## src/rtl/lfr_pkg.sv

```systemverilog
package lfr_pkg;
  typedef enum logic [1:0] {
    MODE_OFF  = 2'd0,
    MODE_UNI  = 2'd1,
    MODE_BIDI = 2'd2,
    MODE_RSVD = 2'd3
  } lfMode_e;

  typedef enum logic [1:0] {
    OS_NONE   = 2'd0,
    OS_LOCAL  = 2'd1,
    OS_REMOTE = 2'd2,
    OS_OTHER  = 2'd3
  } osKind_e;

  // strobes handed from the detector datapath to the response control
  typedef struct packed {
    logic localHit;
    logic remoteHit;
  } faultStrobe_t;
endpackage

```

## src/rtl/lfr_detect.sv

```systemverilog
module lfr_detect #(
  parameter int MATCH_COUNT = 4,
  parameter int WINDOW_COLS = 128,
  parameter int CLEAR_COLS  = 128,
  parameter logic [1:0] MY_KIND = 2'd1
) (
  input  logic       clk,
  input  logic       rstN,
  input  logic       colValid,
  input  logic [1:0] osKind,
  output logic       faultOn
);
  localparam int CW = $clog2(MATCH_COUNT + 1);
  localparam int WW = $clog2(WINDOW_COLS + 1);
  localparam int QW = $clog2(CLEAR_COLS + 1);
  localparam logic [CW-1:0] HIT_LAST = CW'(MATCH_COUNT - 1);
  localparam logic [WW-1:0] WIN_END  = WW'(WINDOW_COLS);
  localparam logic [QW-1:0] Q_END    = QW'(CLEAR_COLS - 1);

  logic [CW-1:0] hits;
  logic [WW-1:0] winPos;
  logic [QW-1:0] quiet;
  logic          faultQ;
  logic          isMine;
  logic          isOther;

  assign isMine  = colValid && (osKind == MY_KIND);
  assign isOther = colValid && (osKind != lfr_pkg::OS_NONE) && (osKind != MY_KIND);

  always_ff @(posedge clk) begin
    if (!rstN) begin
      hits   <= '0;
      winPos <= '0;
      quiet  <= '0;
      faultQ <= 1'b0;
    end else if (colValid) begin
      if (isMine) begin
        quiet <= '0;
        if (hits == '0 || winPos == WIN_END) begin
          hits   <= CW'(1);
          winPos <= WW'(1);
        end else if (hits == HIT_LAST) begin
          faultQ <= 1'b1;
          hits   <= '0;
          winPos <= '0;
        end else begin
          hits   <= hits + 1'b1;
          winPos <= winPos + 1'b1;
        end
      end else begin
        if (isOther) begin
          hits   <= '0;
          winPos <= '0;
        end else if (hits != '0) begin
          if (winPos == WIN_END) begin
            hits   <= '0;
            winPos <= '0;
          end else begin
            winPos <= winPos + 1'b1;
          end
        end
        if (faultQ) begin
          if (quiet == Q_END) begin
            faultQ <= 1'b0;
            quiet  <= '0;
          end else begin
            quiet <= quiet + 1'b1;
          end
        end
      end
    end
  end

  assign faultOn = faultQ;

  AST_SET_ON_MINE: assert property (@(posedge clk) disable iff (!rstN)
    $rose(faultQ) |-> $past(isMine));
  AST_CLEAR_ON_QUIET: assert property (@(posedge clk) disable iff (!rstN)
    $fell(faultQ) |-> $past(colValid && !isMine));
  AST_HOLD_ON_MINE: assert property (@(posedge clk) disable iff (!rstN)
    (faultQ && isMine) |=> faultQ);
  AST_IDLE_NO_CHANGE: assert property (@(posedge clk) disable iff (!rstN)
    !colValid |=> $stable(faultQ));
  AST_HITS_BOUND: assert property (@(posedge clk) disable iff (!rstN)
    hits <= HIT_LAST);
endmodule

```

## src/rtl/lfr_ctrl.sv

```systemverilog
module lfr_ctrl (
  input  logic                  clk,
  input  logic                  rstN,
  input  logic [1:0]            cfgMode,
  input  logic                  txGap,
  input  lfr_pkg::faultStrobe_t faults,
  output logic                  sendRf,
  output logic                  sendIdle
);
  import lfr_pkg::*;

  always_comb begin
    sendRf   = 1'b0;
    sendIdle = 1'b0;
    case (lfMode_e'(cfgMode))
      MODE_UNI: begin
        sendRf = faults.localHit && txGap;
      end
      MODE_BIDI: begin
        if (faults.localHit) begin
          sendRf = 1'b1;
        end else if (faults.remoteHit) begin
          sendIdle = 1'b1;
        end
      end
      default: begin
        sendRf   = 1'b0;
        sendIdle = 1'b0;
      end
    endcase
  end

  AST_OFF_SILENT: assert property (@(posedge clk) disable iff (!rstN)
    (cfgMode == 2'd0 || cfgMode == 2'd3) |-> (!sendRf && !sendIdle));
  AST_UNI_GAP_ONLY: assert property (@(posedge clk) disable iff (!rstN)
    (cfgMode == 2'd1 && sendRf) |-> txGap);
  AST_UNI_NO_IDLE: assert property (@(posedge clk) disable iff (!rstN)
    (cfgMode == 2'd1) |-> !sendIdle);
  AST_LOCAL_WINS: assert property (@(posedge clk) disable iff (!rstN)
    (cfgMode == 2'd2 && faults.localHit) |-> (sendRf && !sendIdle));
  AST_ONE_REQUEST: assert property (@(posedge clk) disable iff (!rstN)
    $countones({sendRf, sendIdle}) <= 1);
endmodule

```

## src/rtl/link_fault_responder.sv

```systemverilog
module link_fault_responder #(
  parameter int MATCH_COUNT = 4,
  parameter int WINDOW_COLS = 128,
  parameter int CLEAR_COLS  = 128
) (
  input  logic       clk,
  input  logic       rstN,
  input  logic [1:0] cfgMode,
  input  logic       colValid,
  input  logic [1:0] osKind,
  input  logic       txGap,
  output logic       sendRf,
  output logic       sendIdle,
  output logic       localFault,
  output logic       remoteFault
);
  localparam int NUM_KINDS = 2;

  logic [NUM_KINDS-1:0]  flagVec;
  lfr_pkg::faultStrobe_t strobes;

  for (genvar k = 0; k < NUM_KINDS; k++) begin : g_det
    lfr_detect #(
      .MATCH_COUNT(MATCH_COUNT),
      .WINDOW_COLS(WINDOW_COLS),
      .CLEAR_COLS (CLEAR_COLS),
      .MY_KIND    (2'(k + 1))
    ) u_det (
      .clk     (clk),
      .rstN    (rstN),
      .colValid(colValid),
      .osKind  (osKind),
      .faultOn (flagVec[k])
    );
  end

  assign strobes.localHit  = flagVec[0];
  assign strobes.remoteHit = flagVec[1];

  lfr_ctrl u_ctrl (
    .clk     (clk),
    .rstN    (rstN),
    .cfgMode (cfgMode),
    .txGap   (txGap),
    .faults  (strobes),
    .sendRf  (sendRf),
    .sendIdle(sendIdle)
  );

  assign localFault  = flagVec[0];
  assign remoteFault = flagVec[1];
endmodule

```

## config.mk

```make
export PLATFORM = sky130hd
export DESIGN_NAME = link_fault_responder
export DESIGN_NICKNAME = d
export VERILOG_FILES = /design/src/rtl/lfr_pkg.sv /design/src/rtl/lfr_detect.sv /design/src/rtl/lfr_ctrl.sv /design/src/rtl/link_fault_responder.sv
export SDC_FILE = /design/constraint.sdc
export NUM_CORES = 1
export LEC_CHECK = 0
export BUFFER_PORTS_ARGS = -buffer_cell sky130_fd_sc_hd__buf_2
export CAP_MARGIN = 20
export CORE_MARGIN = 4
export CORE_UTILIZATION = 45
export DETAILED_ROUTE_END_ITERATION = 6
export GPL_TIMING_DRIVEN = 0
export SYNTH_ARGS = -nofsm -noshare
export SYNTH_HDL_FRONTEND = slang
export SYNTH_SLANG_ARGS = --single-unit
```

## constraint.sdc

```tcl
create_clock -name clk -period 3.5 [get_ports clk]
set_clock_uncertainty 0.1 [all_clocks]
set_input_delay 0.525 -clock clk [delete_from_list [all_inputs] [get_ports clk]]
set_output_delay 0.525 -clock clk [all_outputs]
set_load 0.01 [all_outputs]
```

==> metrics.md, run 1 <==
| Metric | Value |
|---|---|
| Core area | `4820 um2` |
| Layout Nets | `307` |
| Worst skew pair latency | `0.29 ns` |
| Critical Path RT | `2.87 ns` |
| Hold slack | `0.376 ns` |
| Reg2Reg Setup Slack | `1.58 ns` |
| # setup viols final | `0` |
| Max clock buf depth | `2` |
| Reg clk slew, reported paths | `0.07 ns` |
| Setup Fix Bufs, Post-CTS | `0` |
| Post-layout min period | `1.96 ns` |
| Crit path launch | `g_det[1].u_det.faultOn` |
| WP buf/inv | `2` |
| Adder-cell area share of the yosys netlist | `6.56%` |
| Total global routing overflow | `0` |
| DP HPWL | `3460 um` |
| Worst Setup EP | `sendIdle` |
| Area occupied by multi-input gates | `1400 um2` |
| Startpoint types | `flip-flop` |
| Area delta synth->final | `10.0%` |
| Clock net sink count | `40` |
| Die area | `6290 um2` |
| Slew Viols, Final | `0` |
| H-tree Lvls | `2` |
| R2r worst-path depth | `5` |
| Post-layout instance area | `2520 um2` |
| Xor and xnor area share after synthesis | `6.89%` |
| Crit share post-route | `56.1%` |
| Max Cap Viol | `0` |
| Status | `complete, no violations` |
| Slew @ Worst Pin | `0.523 ns` |
| WL/cell | `13.2 um` |
| Largest family of logic cells by synthesized area | `simple AND/OR/NAND/NOR gates` |
| Ys flop type | `dfxtp_1` |
| Crit-path leading delay family | `buffers and inverters` |
| Mux contribution to synthesized area | `1.31%` |
| Worst VDD drop | `266 uV` |
| Synth top area cells | `dfxtp_1, ha_1, nor2_1` |
| PortBufs | `11` |
| CTS Hold Buffers Added | `0` |
| Post-synth EDFFs | `0` |
| HP Class | `flip-flop to flip-flop` |
| Syn_nets | `289` |
| # IOs | `12` |
| Antenna cells | `0` |
| Leading cell type in the layout, fill and taps excluded | `dfxtp_1` |
| R2R Path Start | `g_det[1].u_det.quiet[0]` |
| Most frequent cells in the layout | `dfxtp_1, nor2_1, nand2_1, inv_1, buf_2` |
| Mapped Cells | `269` |
| Synth Area in Simple Gates | `27.7%` |
| Max_slew headroom | `65.2%` |
| Power Density | `346 nW/um2` |
| Via Count | `1929` |
| Largest net degree at the start of global routing | `12` |
| Crit Path Class | `flip-flop to output port` |
| Worst-path fanout max | `10` |
| Post-CTS resize count | `0` |
| Final Hold Viols | `0` |
| LEAKAGE | `0.940 nW` |
| WP data arrival | `1.34 ns` |
| Share of layout cells above drive strength 1 | `10.8%` |
| Final TNS setup | `0 ns` |
| Synth Warn # | `0` |
| RSZ-0062 raised after global routing | `no` |
| FILL cells | `500` |
| Die Wd | `79.3 um` |
| Placed cell count | `347` |
| Area leader, netlist | `dfxtp_1` |
| Vias in the first global route | `1862` |
| Worst-path cell chain | `clkbuf_1 -> and3_1 -> buf_2` |
| GRT Util Overall | `16.4%` |
| Tot Pwr | `0.871 mW` |
| Initial antenna violation count | `0` |
| Post-Route WL | `4690 um` |
| Non-filler cells, final | `355` |
| Crit path capture type | `output port` |
| Crit path depth | `3` |
| CP max stage cell | `dfxtp_1` |
| Average size of a mapped cell | `8.50 um2` |
| CTS tree | `done` |
| Compound-cell area share of the yosys netlist | `18.9%` |
| Initial core utilization | `47.5%` |
| Max stage delay on crit path | `0.38 ns` |
| Post-synth top area share | `35.0%` |
| DP Area | `2430 um2` |
| Rows | `25` |
| Number of DRC markers in iteration 0 | `72` |
| Vias per cell | `5.43` |
| Global-route wire length before repair | `8370 um` |
| Synth Register Bits | `40` |
| Peak Freq | `0.509 GHz` |
| Pre-antenna DRT Iters | `4` |
| Die H | `79.3 um` |
| Syn Std Cell Area | `2290 um2` |
| Fraction of registers with async set or reset after synthesis | `0%` |
| TritonCTS Buffers | `5` |
| ANT nets after route | `0` |
| Seq/Total Area, Yosys | `35.0%` |
| Netlist cell types | `52` |
| GPL Wtd Cong | `0.737` |
| Reg2reg end | `g_det[1].u_det.quiet[5]` |
| DRC errors left | `0` |
| Register area | `801 um2` |
| Root Buffer | `clkbuf_8` |
==> how the worst min path moves through the flow <==
stage,from,end,slack (ns),depth (start not counted)
finish,g_det[0].u_det.quiet[1],g_det[0].u_det.quiet[1],0.38,2
CTS,g_det[0].u_det.quiet[1],g_det[0].u_det.quiet[1],0.38,2
global route,g_det[0].u_det.quiet[1],g_det[0].u_det.quiet[1],0.40,2
detailed placement,g_det[0].u_det.quiet[1],g_det[0].u_det.quiet[1],0.37,2
floorplan,g_det[1].u_det.quiet[7],g_det[1].u_det.quiet[7],0.35,2
global placement,g_det[1].u_det.quiet[7],g_det[1].u_det.quiet[7],0.37,2
==> state kept, by name, indices dropped and copies added (netlist names) <==
register and cells:
g_det.u_det.winPos 16, g_det.u_det.hits 6, g_det.u_det.faultOn 2, g_det.u_det.quiet 16
==> metrics by stage <==
stage | util [%] | worst slack [ns]
detailed placement | 50.4 | 1.49
global route | 52.2 | 1.44
floorplan | - | 1.75
CTS | 52.2 | 1.54
global placement | 50.4 | 1.51
finish | 52.2 | 1.54
==> cells by family after synthesis <==
logic type / count (synthesis)
flip-flops: 40
AND/OR/NAND/NOR: 118
AO/OA/AOI/OAI: 57
adder cells (fa/ha/maj): 12
multiplexers: 3
buffers and inverters: 21
XOR/XNOR: 18
==> final cells by class <==
class,count,share of cell area (%)
Buffer,6,1.04
Tap cell,67,3.33
Sequential cell,40,31.8
Timing Repair Buffer,11,2.19
Multi-Input combinational cell,208,55.8
Inverter,15,2.24
Clock buffer,8,3.58
==> worst min-delay path: stages, from the launching register on <==
cell and delay, ns:
dfxtp_1 0.32, nand2_1 0.06, a21oi_1 0.05
==> cell usage after synthesis, drive strengths merged, types with 2 or more instances <==
cell	instances
dfxtp	40
nor2	33
nand2	29
inv	15
o21ai	13
ha	12
a21oi	11
xnor2	11
nand4	8
nor3	7
o211ai	7
xor2	7
and3	5
nand2b	5
nand3	5
o221ai	4
or3	4
a21boi	3
buf	3
clkbuf	3
mux2i	3
nor2b	3
or2	3
a32o	2
nand4bb	2
nor4	2
nor4b	2
o2111ai	2
o211a	2
o221a	2
o311a	2
o31a	2
or3b	2
or4	2
==> where the power goes <==
part	switching [mW]	internal, mW
sequential	0.00500	0.459
combinational	0.0531	0.0328
clock	0.160	0.161
total	0.218	0.653
==> metal layers <==
layer / routed length, um / vias to the layer above / global-route usage [%]
li1: - / 997 / -
met1: 2300 / 897 / 21.2
met3: 169 / 7 / 3.74
met5: 0 / - / 0
met4: 69 / 0 / 5.67
met2: 2150 / 28 / 26.9
Note: power is estimated with default switching activity, not from simulation.
==> run 2: changes to the inputs <==
==> constraint.sdc (replaced) <==
create_clock -name clk -period 1.9 [get_ports clk]
set_clock_uncertainty 0.1 [all_clocks]
set_input_delay 0.285 -clock clk [delete_from_list [all_inputs] [get_ports clk]]
set_output_delay 0.285 -clock clk [all_outputs]
set_load 0.01 [all_outputs]
==> run 2 against run 1 <==
Net effect:
- via count increased by 0.62%
- global-route usage about the same
- final cell count increased by 1.4%
- sequential share of layout area decreased by 0.81 points
- critical endpoint is now g_det[0].u_det.winPos[5]
==> metrics.md, run 2 (synthesis results as in run 1) <==
| Metric | Value |
|---|---|
| Status | `complete, no violations` |
| Total global routing overflow | `0 (unchanged)` |
| Hold slack | `0.250 ns (-0.126 ns)` |
| Worst VDD drop | `488 uV (+84%)` |
| Final Hold Viols | `0 (unchanged)` |
| WL/cell | `13.4 um (+1.3%)` |
| Vias per cell | `5.39 (-0.78%)` |
| HP Class | `primary input to flip-flop` |
| Post-layout min period | `1.82 ns` |
| Setup Slack @ Placement | `-0.0186 ns (-1.51 ns)` |
| # setup viols final | `0 (unchanged)` |
| Layout Nets | `312 (+1.6%)` |
| Area delta synth->final | `13.4%` |
| Post-layout instance area | `2590 um2 (+3.1%)` |
| GRT met1 Usage | `21.0% (-0.17 points)` |
| Post-Route WL | `4820 um (+2.7%)` |
| # IOs | `12 (unchanged)` |
| Internal power | `1.21 mW (+86%)` |
| Share of layout cells above drive strength 1 | `15.4% (+4.6 points)` |
| Reg2reg end | `g_det[0].u_det.winPos[5]` |
| Final Util | `53.8% (+1.6 points)` |
| Biggest regs | `g_det.u_det.quiet x16, g_det.u_det.winPos x16, g_det.u_det.hits x6` |
| Die Wd | `79.3 um (unchanged)` |
| CTS Hold Buffers Added | `0 (unchanged)` |
| Power Density | `627 nW/um2 (+81%)` |
| PortBufs | `11 (unchanged)` |
| Vias in the first global route | `1882 (+1.1%)` |
| Clock net sink count | `40 (unchanged)` |
| H-tree Lvls | `2 (unchanged)` |
| Number of DRC markers in iteration 0 | `73 (+1.4%)` |
| Core area | `4820 um2 (unchanged)` |
| Rows | `25 (unchanged)` |
| Reg clk slew, reported paths | `0.08 ns (about the same)` |
| Largest net degree at the start of global routing | `12 (unchanged)` |
| Met2 Track Usage GR | `27.2% (+0.34 points)` |
| Global-route wire length before repair | `8390 um (+0.25%)` |
| TritonCTS Buffers | `5 (unchanged)` |
| Critical Path RT | `1.98 ns (-0.89 ns)` |
| Max Cap Viol | `0 (unchanged)` |
| Die H | `79.3 um (unchanged)` |
| Die area | `6290 um2 (unchanged)` |
| Gate power share | `11.0% (+1.1 points)` |
| Initial core utilization | `47.5% (unchanged)` |
| RSZ-0062 raised after global routing | `no` |
| Peak Freq | `0.550 GHz` |
| Pre-antenna DRT Iters | `7 (+3)` |
| WHS Path Cells | `3 (+1)` |
| DRC errors left | `0 (unchanged)` |
| Initial antenna violation count | `0 (unchanged)` |
| WP buf/inv | `1 (-1)` |
| LEAKAGE | `0.970 nW (+3.2%)` |
| Antenna cells | `0 (unchanged)` |
| WP data arrival | `1.90 ns (+0.56 ns)` |
| Crit Path Class | `flip-flop to flip-flop` |
| Worst Hold Endpoint | `g_det[0].u_det.winPos[1]` |
| P_sw | `0.412 mW (+89%)` |
| Worst skew pair latency | `0.30 ns (about the same)` |
| GR Util met3 | `3.74% (unchanged)` |
| Startpoint types | `flip-flop` |
| Root Buffer | `clkbuf_8` |
| Max clock buf depth | `2 (unchanged)` |
| GRT busiest layer | `met2` |
| Max stage delay on crit path | `0.48 ns (+0.10 ns)` |
| CTS tree | `done` |
| DP HPWL | `3460 um (unchanged)` |
| GPL Wtd Cong | `0.737 (unchanged)` |
| Worst-path cell chain | `inv_2 -> ha_4 -> or4b_4 -> or2_4 -> o221ai_4 -> nor2_1` |
| DP Area | `2430 um2 (unchanged)` |
| Net Sw Frac | `25.3% (+0.28 points)` |
| Tot Pwr | `1.63 mW (+87%)` |
| Crit-path leading delay family | `simple AND/OR/NAND/NOR gates` |
| Slew Viols, Final | `0 (unchanged)` |
| Clock share of power | `36.5% (-0.3 points)` |
| Crit share post-route | `95.6%` |
| Crit path launch | `g_det[0].u_det.winPos[0]` |
| Reg2Reg Setup Slack | `0.08 ns (-1.50 ns)` |
| ANT nets after route | `0 (unchanged)` |
| Max_slew headroom | `62.6% (-2.6 points)` |
| Worst hold start | `rstN` |
| CP max stage cell | `or4b_4` |
| R2r worst-path depth | `6 (+1)` |
| Most frequent cells in the layout | `dfxtp_1, nor2_1, nand2_1, buf_2, inv_1` |
| Crit path capture type | `flip-flop` |
| Slew @ Worst Pin | `0.561 ns (+0.0384 ns)` |
| R2R Path Start | `g_det[0].u_det.winPos[0]` |
| Via Count | `1941 (+0.62%)` |
| GRT Util Overall | `16.5% (+0.040 points)` |
| Setup ws final | `0.0834 ns (-1.45 ns)` |
| Part of the power in registers | `52.5% (-0.8 points)` |
| Worst-path fanout max | `8 (-2)` |
| Leading cell type in the layout, fill and taps excluded | `dfxtp_1` |
run 2: cell types whose count changed in the layout (fill, tap and decap cells not counted), sizes merged:
cell  previous run  this run
buf             14        19
run 2: cell type report:
type                            instances  area, um2
Fill cell                             489       2220
Buffer                                  6       26.3
Inverter                               15       56.3
Timing Repair Buffer                   16       92.6
Clock buffer                            8       90.1
Multi-Input combinational cell        208       1440
Sequential cell                        40        805
Tap cell                               67       83.8
run 2: timing repair:
item,CTS,global route
endpoints found under the setup margin,11,25
resized for setup,4,7
pin swaps,4,5
setup buffers,1,4
run 2: metal layers:
layer | vias to the layer above | share of wire, %
li1 | 1011 | -
met1 | 902 | 50
met2 | 20 | 45
met3 | 8 | 3.3
met4 | 0 | 1.4
met5 | - | 0
run 2: worst register-to-register path, stage by stage, from the launching register on:
cell      delay, ns
dfxtp_2        0.34
inv_2          0.06
ha_4           0.12
or4b_4         0.48
or2_4          0.26
o221ai_4       0.26
nor2_1         0.08
run 2: worst max path at each step:
stage,end,cells past startpoint
after detailed placement,g_det[1].u_det.quiet[5],5
after CTS,g_det[0].u_det.winPos[3],6
after global routing,g_det[0].u_det.winPos[6],6
after floorplan,g_det[0].u_det.winPos[1],6
after global placement,g_det[1].u_det.quiet[5],5
final,g_det[0].u_det.winPos[5],6
run 2: per-stage QoR:
| step | TNS, ns | cells |
|---|---|---|
| 3_3_place_gp | -0.00525 | 347 |
| 3_5_place_dp | -0.0917 | 347 |
| 2_1_floorplan | 0 | 269 |
| 4_1_cts | 0 | 356 |
| 5_1_grt | 0 | 360 |
| 6_report | 0 | 360 |
run 2: power by group through the flow:
stage	Combinational, mW	Sequential (mW)	Clock, mW
detailed placement	0.159	0.875	0
global route	0.198	0.856	0.643
floorplan	0.111	0.872	0
global placement	0.158	0.874	0
finish	0.178	0.854	0.594
CTS	0.166	0.854	0.610
==> run 3: changes to the inputs <==
--- a/config.mk
+++ b/config.mk
@@ -5,6 +5,7 @@
 export SDC_FILE = /design/constraint.sdc
 export NUM_CORES = 1
 export LEC_CHECK = 0
+export ABC_AREA = 1
 export BUFFER_PORTS_ARGS = -buffer_cell sky130_fd_sc_hd__buf_2
 export CAP_MARGIN = 20
 export CORE_MARGIN = 4
==> run 3 against run 2 <==
Net effect:
- hold slack lost 0.014 ns
- sequential power grew 2%
- utilization shrank 0.96 points
- global-route usage shrank 0.12 points
- maximum frequency grew 6.5%
- combinational power grew 2%
- sequential share of layout area grew 0.67 points
- via count grew 3.9%
- power grew 6.6%
- critical path type unchanged
- largest power group unchanged
==> metrics.md, run 3 <==
| Metric | Value |
|---|---|
| Global-route wire length before repair | `8160 um (-2.8%)` |
| WHS Path Cells | `3 (unchanged)` |
| ANT nets after route | `0 (unchanged)` |
| H-tree Lvls | `2 (unchanged)` |
| Syn Std Cell Area | `2260 um2 (-1.3%)` |
| Initial core utilization | `47.2% (-0.29 points)` |
| Placed cell count | `407 (+17%)` |
| Synth Register Bits | `40 (unchanged)` |
| LEAKAGE | `1.05 nW (+7.9%)` |
| Post-synth EDFFs | `0 (unchanged)` |
| Power Density | `685 nW/um2 (+9.3%)` |
| Rows | `25 (unchanged)` |
| Cell with the most instances after synthesis | `nand2_1` |
| DP HPWL | `3370 um (-2.8%)` |
| Die area | `6220 um2 (-1.1%)` |
| Status | `complete, no violations` |
| R2r worst-path depth | `10 (+4)` |
| WP data arrival | `1.79 ns (-0.11 ns)` |
| RSZ-0062 raised after global routing | `no` |
| Adder-cell area share of the yosys netlist | `6.65% (+0.084 points)` |
| Tot Pwr | `1.73 mW (+6.6%)` |
| Leading cell type in the layout, fill and taps excluded | `nand2_1` |
| GRT Util Overall | `16.4% (-0.12 points)` |
| Antenna cells | `0 (unchanged)` |
| Slew @ Worst Pin | `0.532 ns (-0.0286 ns)` |
| Xor and xnor area share after synthesis | `2.33% (-4.6 points)` |
| Crit share post-route | `89.8% (-5.8 points)` |
| Synth top area cells | `dfxtp_1, nand2_1, nor2_1` |
| Final Util | `52.9% (-0.96 points)` |
| Ys flop type | `dfxtp_1` |
| Most frequent cells in the layout | `nand2_1, nor2_1, dfxtp_1, inv_1, a21oi_1` |
| Netlist cell types | `34 (-35%)` |
| CTS tree | `done` |
| Average size of a mapped cell | `6.86 um2 (-19%)` |
| Post-layout min period | `1.71 ns (-0.110 ns)` |
| Number of DRC markers in iteration 0 | `39 (-47%)` |
| GPL Wtd Cong | `0.792 (+7.5%)` |
| Final Hold Viols | `0 (unchanged)` |
| Final TNS setup | `0 ns (unchanged)` |
| Max_slew headroom | `64.5% (+1.9 points)` |
| Synth Area in Simple Gates | `34.7% (+7.0 points)` |
| Biggest regs | `g_det.u_det.quiet x16, g_det.u_det.winPos x16, g_det.u_det.hits x6` |
| Max Cap Viol | `0 (unchanged)` |
| Startpoint types | `flip-flop` |
| Worst-path fanout max | `7 (-1)` |
| TritonCTS Buffers | `5 (unchanged)` |
| Critical Path RT | `1.98 ns (about the same)` |
| Root Buffer | `clkbuf_8` |
| Crit path capture type | `flip-flop` |
| Core area | `4790 um2 (-0.65%)` |
| Post-Route WL | `4540 um (-5.8%)` |
| Die Wd | `78.8 um (-0.57%)` |
| Area delta synth->final | `12.1%` |
| Crit Path Class | `flip-flop to flip-flop` |
| Post-synth top cells | `nand2_1, nor2_1, dfxtp_1, inv_1, a21oi_1` |
| Synth Warn # | `0 (unchanged)` |
| FILL cells | `493 (+0.82%)` |
| Initial antenna violation count | `0 (unchanged)` |
| WL/cell | `10.9 um (-19%)` |
| Seq/Total Area, Yosys | `35.5% (+0.45 points)` |
| Pre-antenna DRT Iters | `4 (-3)` |
| Peak Freq | `0.586 GHz (+6.5%)` |
| Syn_nets | `349 (+21%)` |
| Worst VDD drop | `321 uV (-34%)` |
| Clock net sink count | `40 (unchanged)` |
| # setup viols final | `0 (unchanged)` |
| Largest family of logic cells by synthesized area | `simple AND/OR/NAND/NOR gates` |
| PortBufs | `11 (unchanged)` |
| Vias per cell | `4.82 (-11%)` |
| Share of layout cells above drive strength 1 | `13.1% (-2.3 points)` |
| Slew Viols, Final | `0 (unchanged)` |
| Mapped Cells | `329 (+22%)` |
| Layout Nets | `370 (+19%)` |
| Max clock buf depth | `2 (unchanged)` |
| Largest net degree at the start of global routing | `13 (+1)` |
| Worst skew pair latency | `0.29 ns (about the same)` |
| Die H | `78.8 um (-0.57%)` |
| Area leader, netlist | `dfxtp_1` |
| # IOs | `12 (unchanged)` |
| Vias in the first global route | `1873 (-0.48%)` |
| Via Count | `2016 (+3.9%)` |
| Reg clk slew, reported paths | `0.08 ns (about the same)` |
| DRC errors left | `0 (unchanged)` |
| Compound-cell area share of the yosys netlist | `13.0% (-5.9 points)` |
| Post-synth top area share | `35.5% (+0.45 points)` |
| Total global routing overflow | `0 (unchanged)` |
| Non-filler cells, final | `418 (+16%)` |
| HP Class | `primary input to flip-flop` |
| Fraction of registers with async set or reset after synthesis | `0% (unchanged)` |
| Mux contribution to synthesized area | `0% (-1.3 points)` |
run 3: logic make-up (layout without fill, tap and decap cells):
group / Yosys count / count (layout)
flops: 40 / 40
compound gates: 50 / 50
buf+inv: 46 / 68
xor+xnor: 6 / 6
fa+ha+maj: 12 / 12
simple gates: 175 / 175
run 3: critical path, cell delays in order (launching register included):
cell     delay (ns)
dfxtp_2        0.36
inv_1          0.05
ha_1           0.18
inv_1          0.05
nor2_1         0.04
nand2_1        0.07
nand2_1        0.14
inv_2          0.12
nand2_1        0.13
o21ai_4        0.27
nor2_1         0.07
run 3: what timing repair did:
| item | 4_1_cts | 5_1_grt |
|---|---|---|
| buffers inserted | 0 | 3 |
| setup endpoints to repair | 0 | 16 |
| gates resized for setup | 0 | 4 |
| hold buffers | 0 | 0 |
run 3: layout make-up:
type,count,area [um2],share of cell area (%)
Sequential cell,40,802,31.7
Buffer,2,11.3,0.445
Tap cell,67,83.8,3.31
Clock inverter,2,35.0,1.38
Multi-Input combinational cell,243,1280,50.7
Inverter,44,165,6.52
Timing Repair Buffer,14,77.6,3.06
Clock buffer,6,72.6,2.87
run 3: worst paths after layout:
path / start / end / slack [ns]
min: rstN / g_det[1].u_det.quiet[0] / 0.24
min reg2reg: g_det[0].u_det.hits[2] / g_det[0].u_det.hits[2] / 0.37
max reg2reg: g_det[0].u_det.hits[0] / g_det[0].u_det.winPos[7] / 0.19
max: g_det[0].u_det.hits[0] / g_det[0].u_det.winPos[7] / 0.19
run 3: metal layers:
layer	routed length, um	up-vias	global-route usage [%]
li1	-	1106	-
met4	68	0	6.19
met5	0	-	0
met1	2250	885	20.1
met3	132	7	4.08
met2	2080	18	27.5
run 3: through the flow:
stage / cell area (um2) / worst slack (ns) / hold slack (ns)
after floorplan: 2260 / 0.378 / 0.323
after global placement: 2400 / 0.107 / 0.361
after detailed placement: 2400 / 0.0878 / 0.362
after CTS: 2500 / 0.0603 / 0.219
after global routing: 2530 / 0.00173 / 0.223
final: 2530 / 0.194 / 0.236
run 3: report_power, final:
group          switching (mW)  internal (mW)
sequential             0.0140          0.853
combinational           0.120         0.0626
clock                   0.296          0.390
total                   0.429           1.31
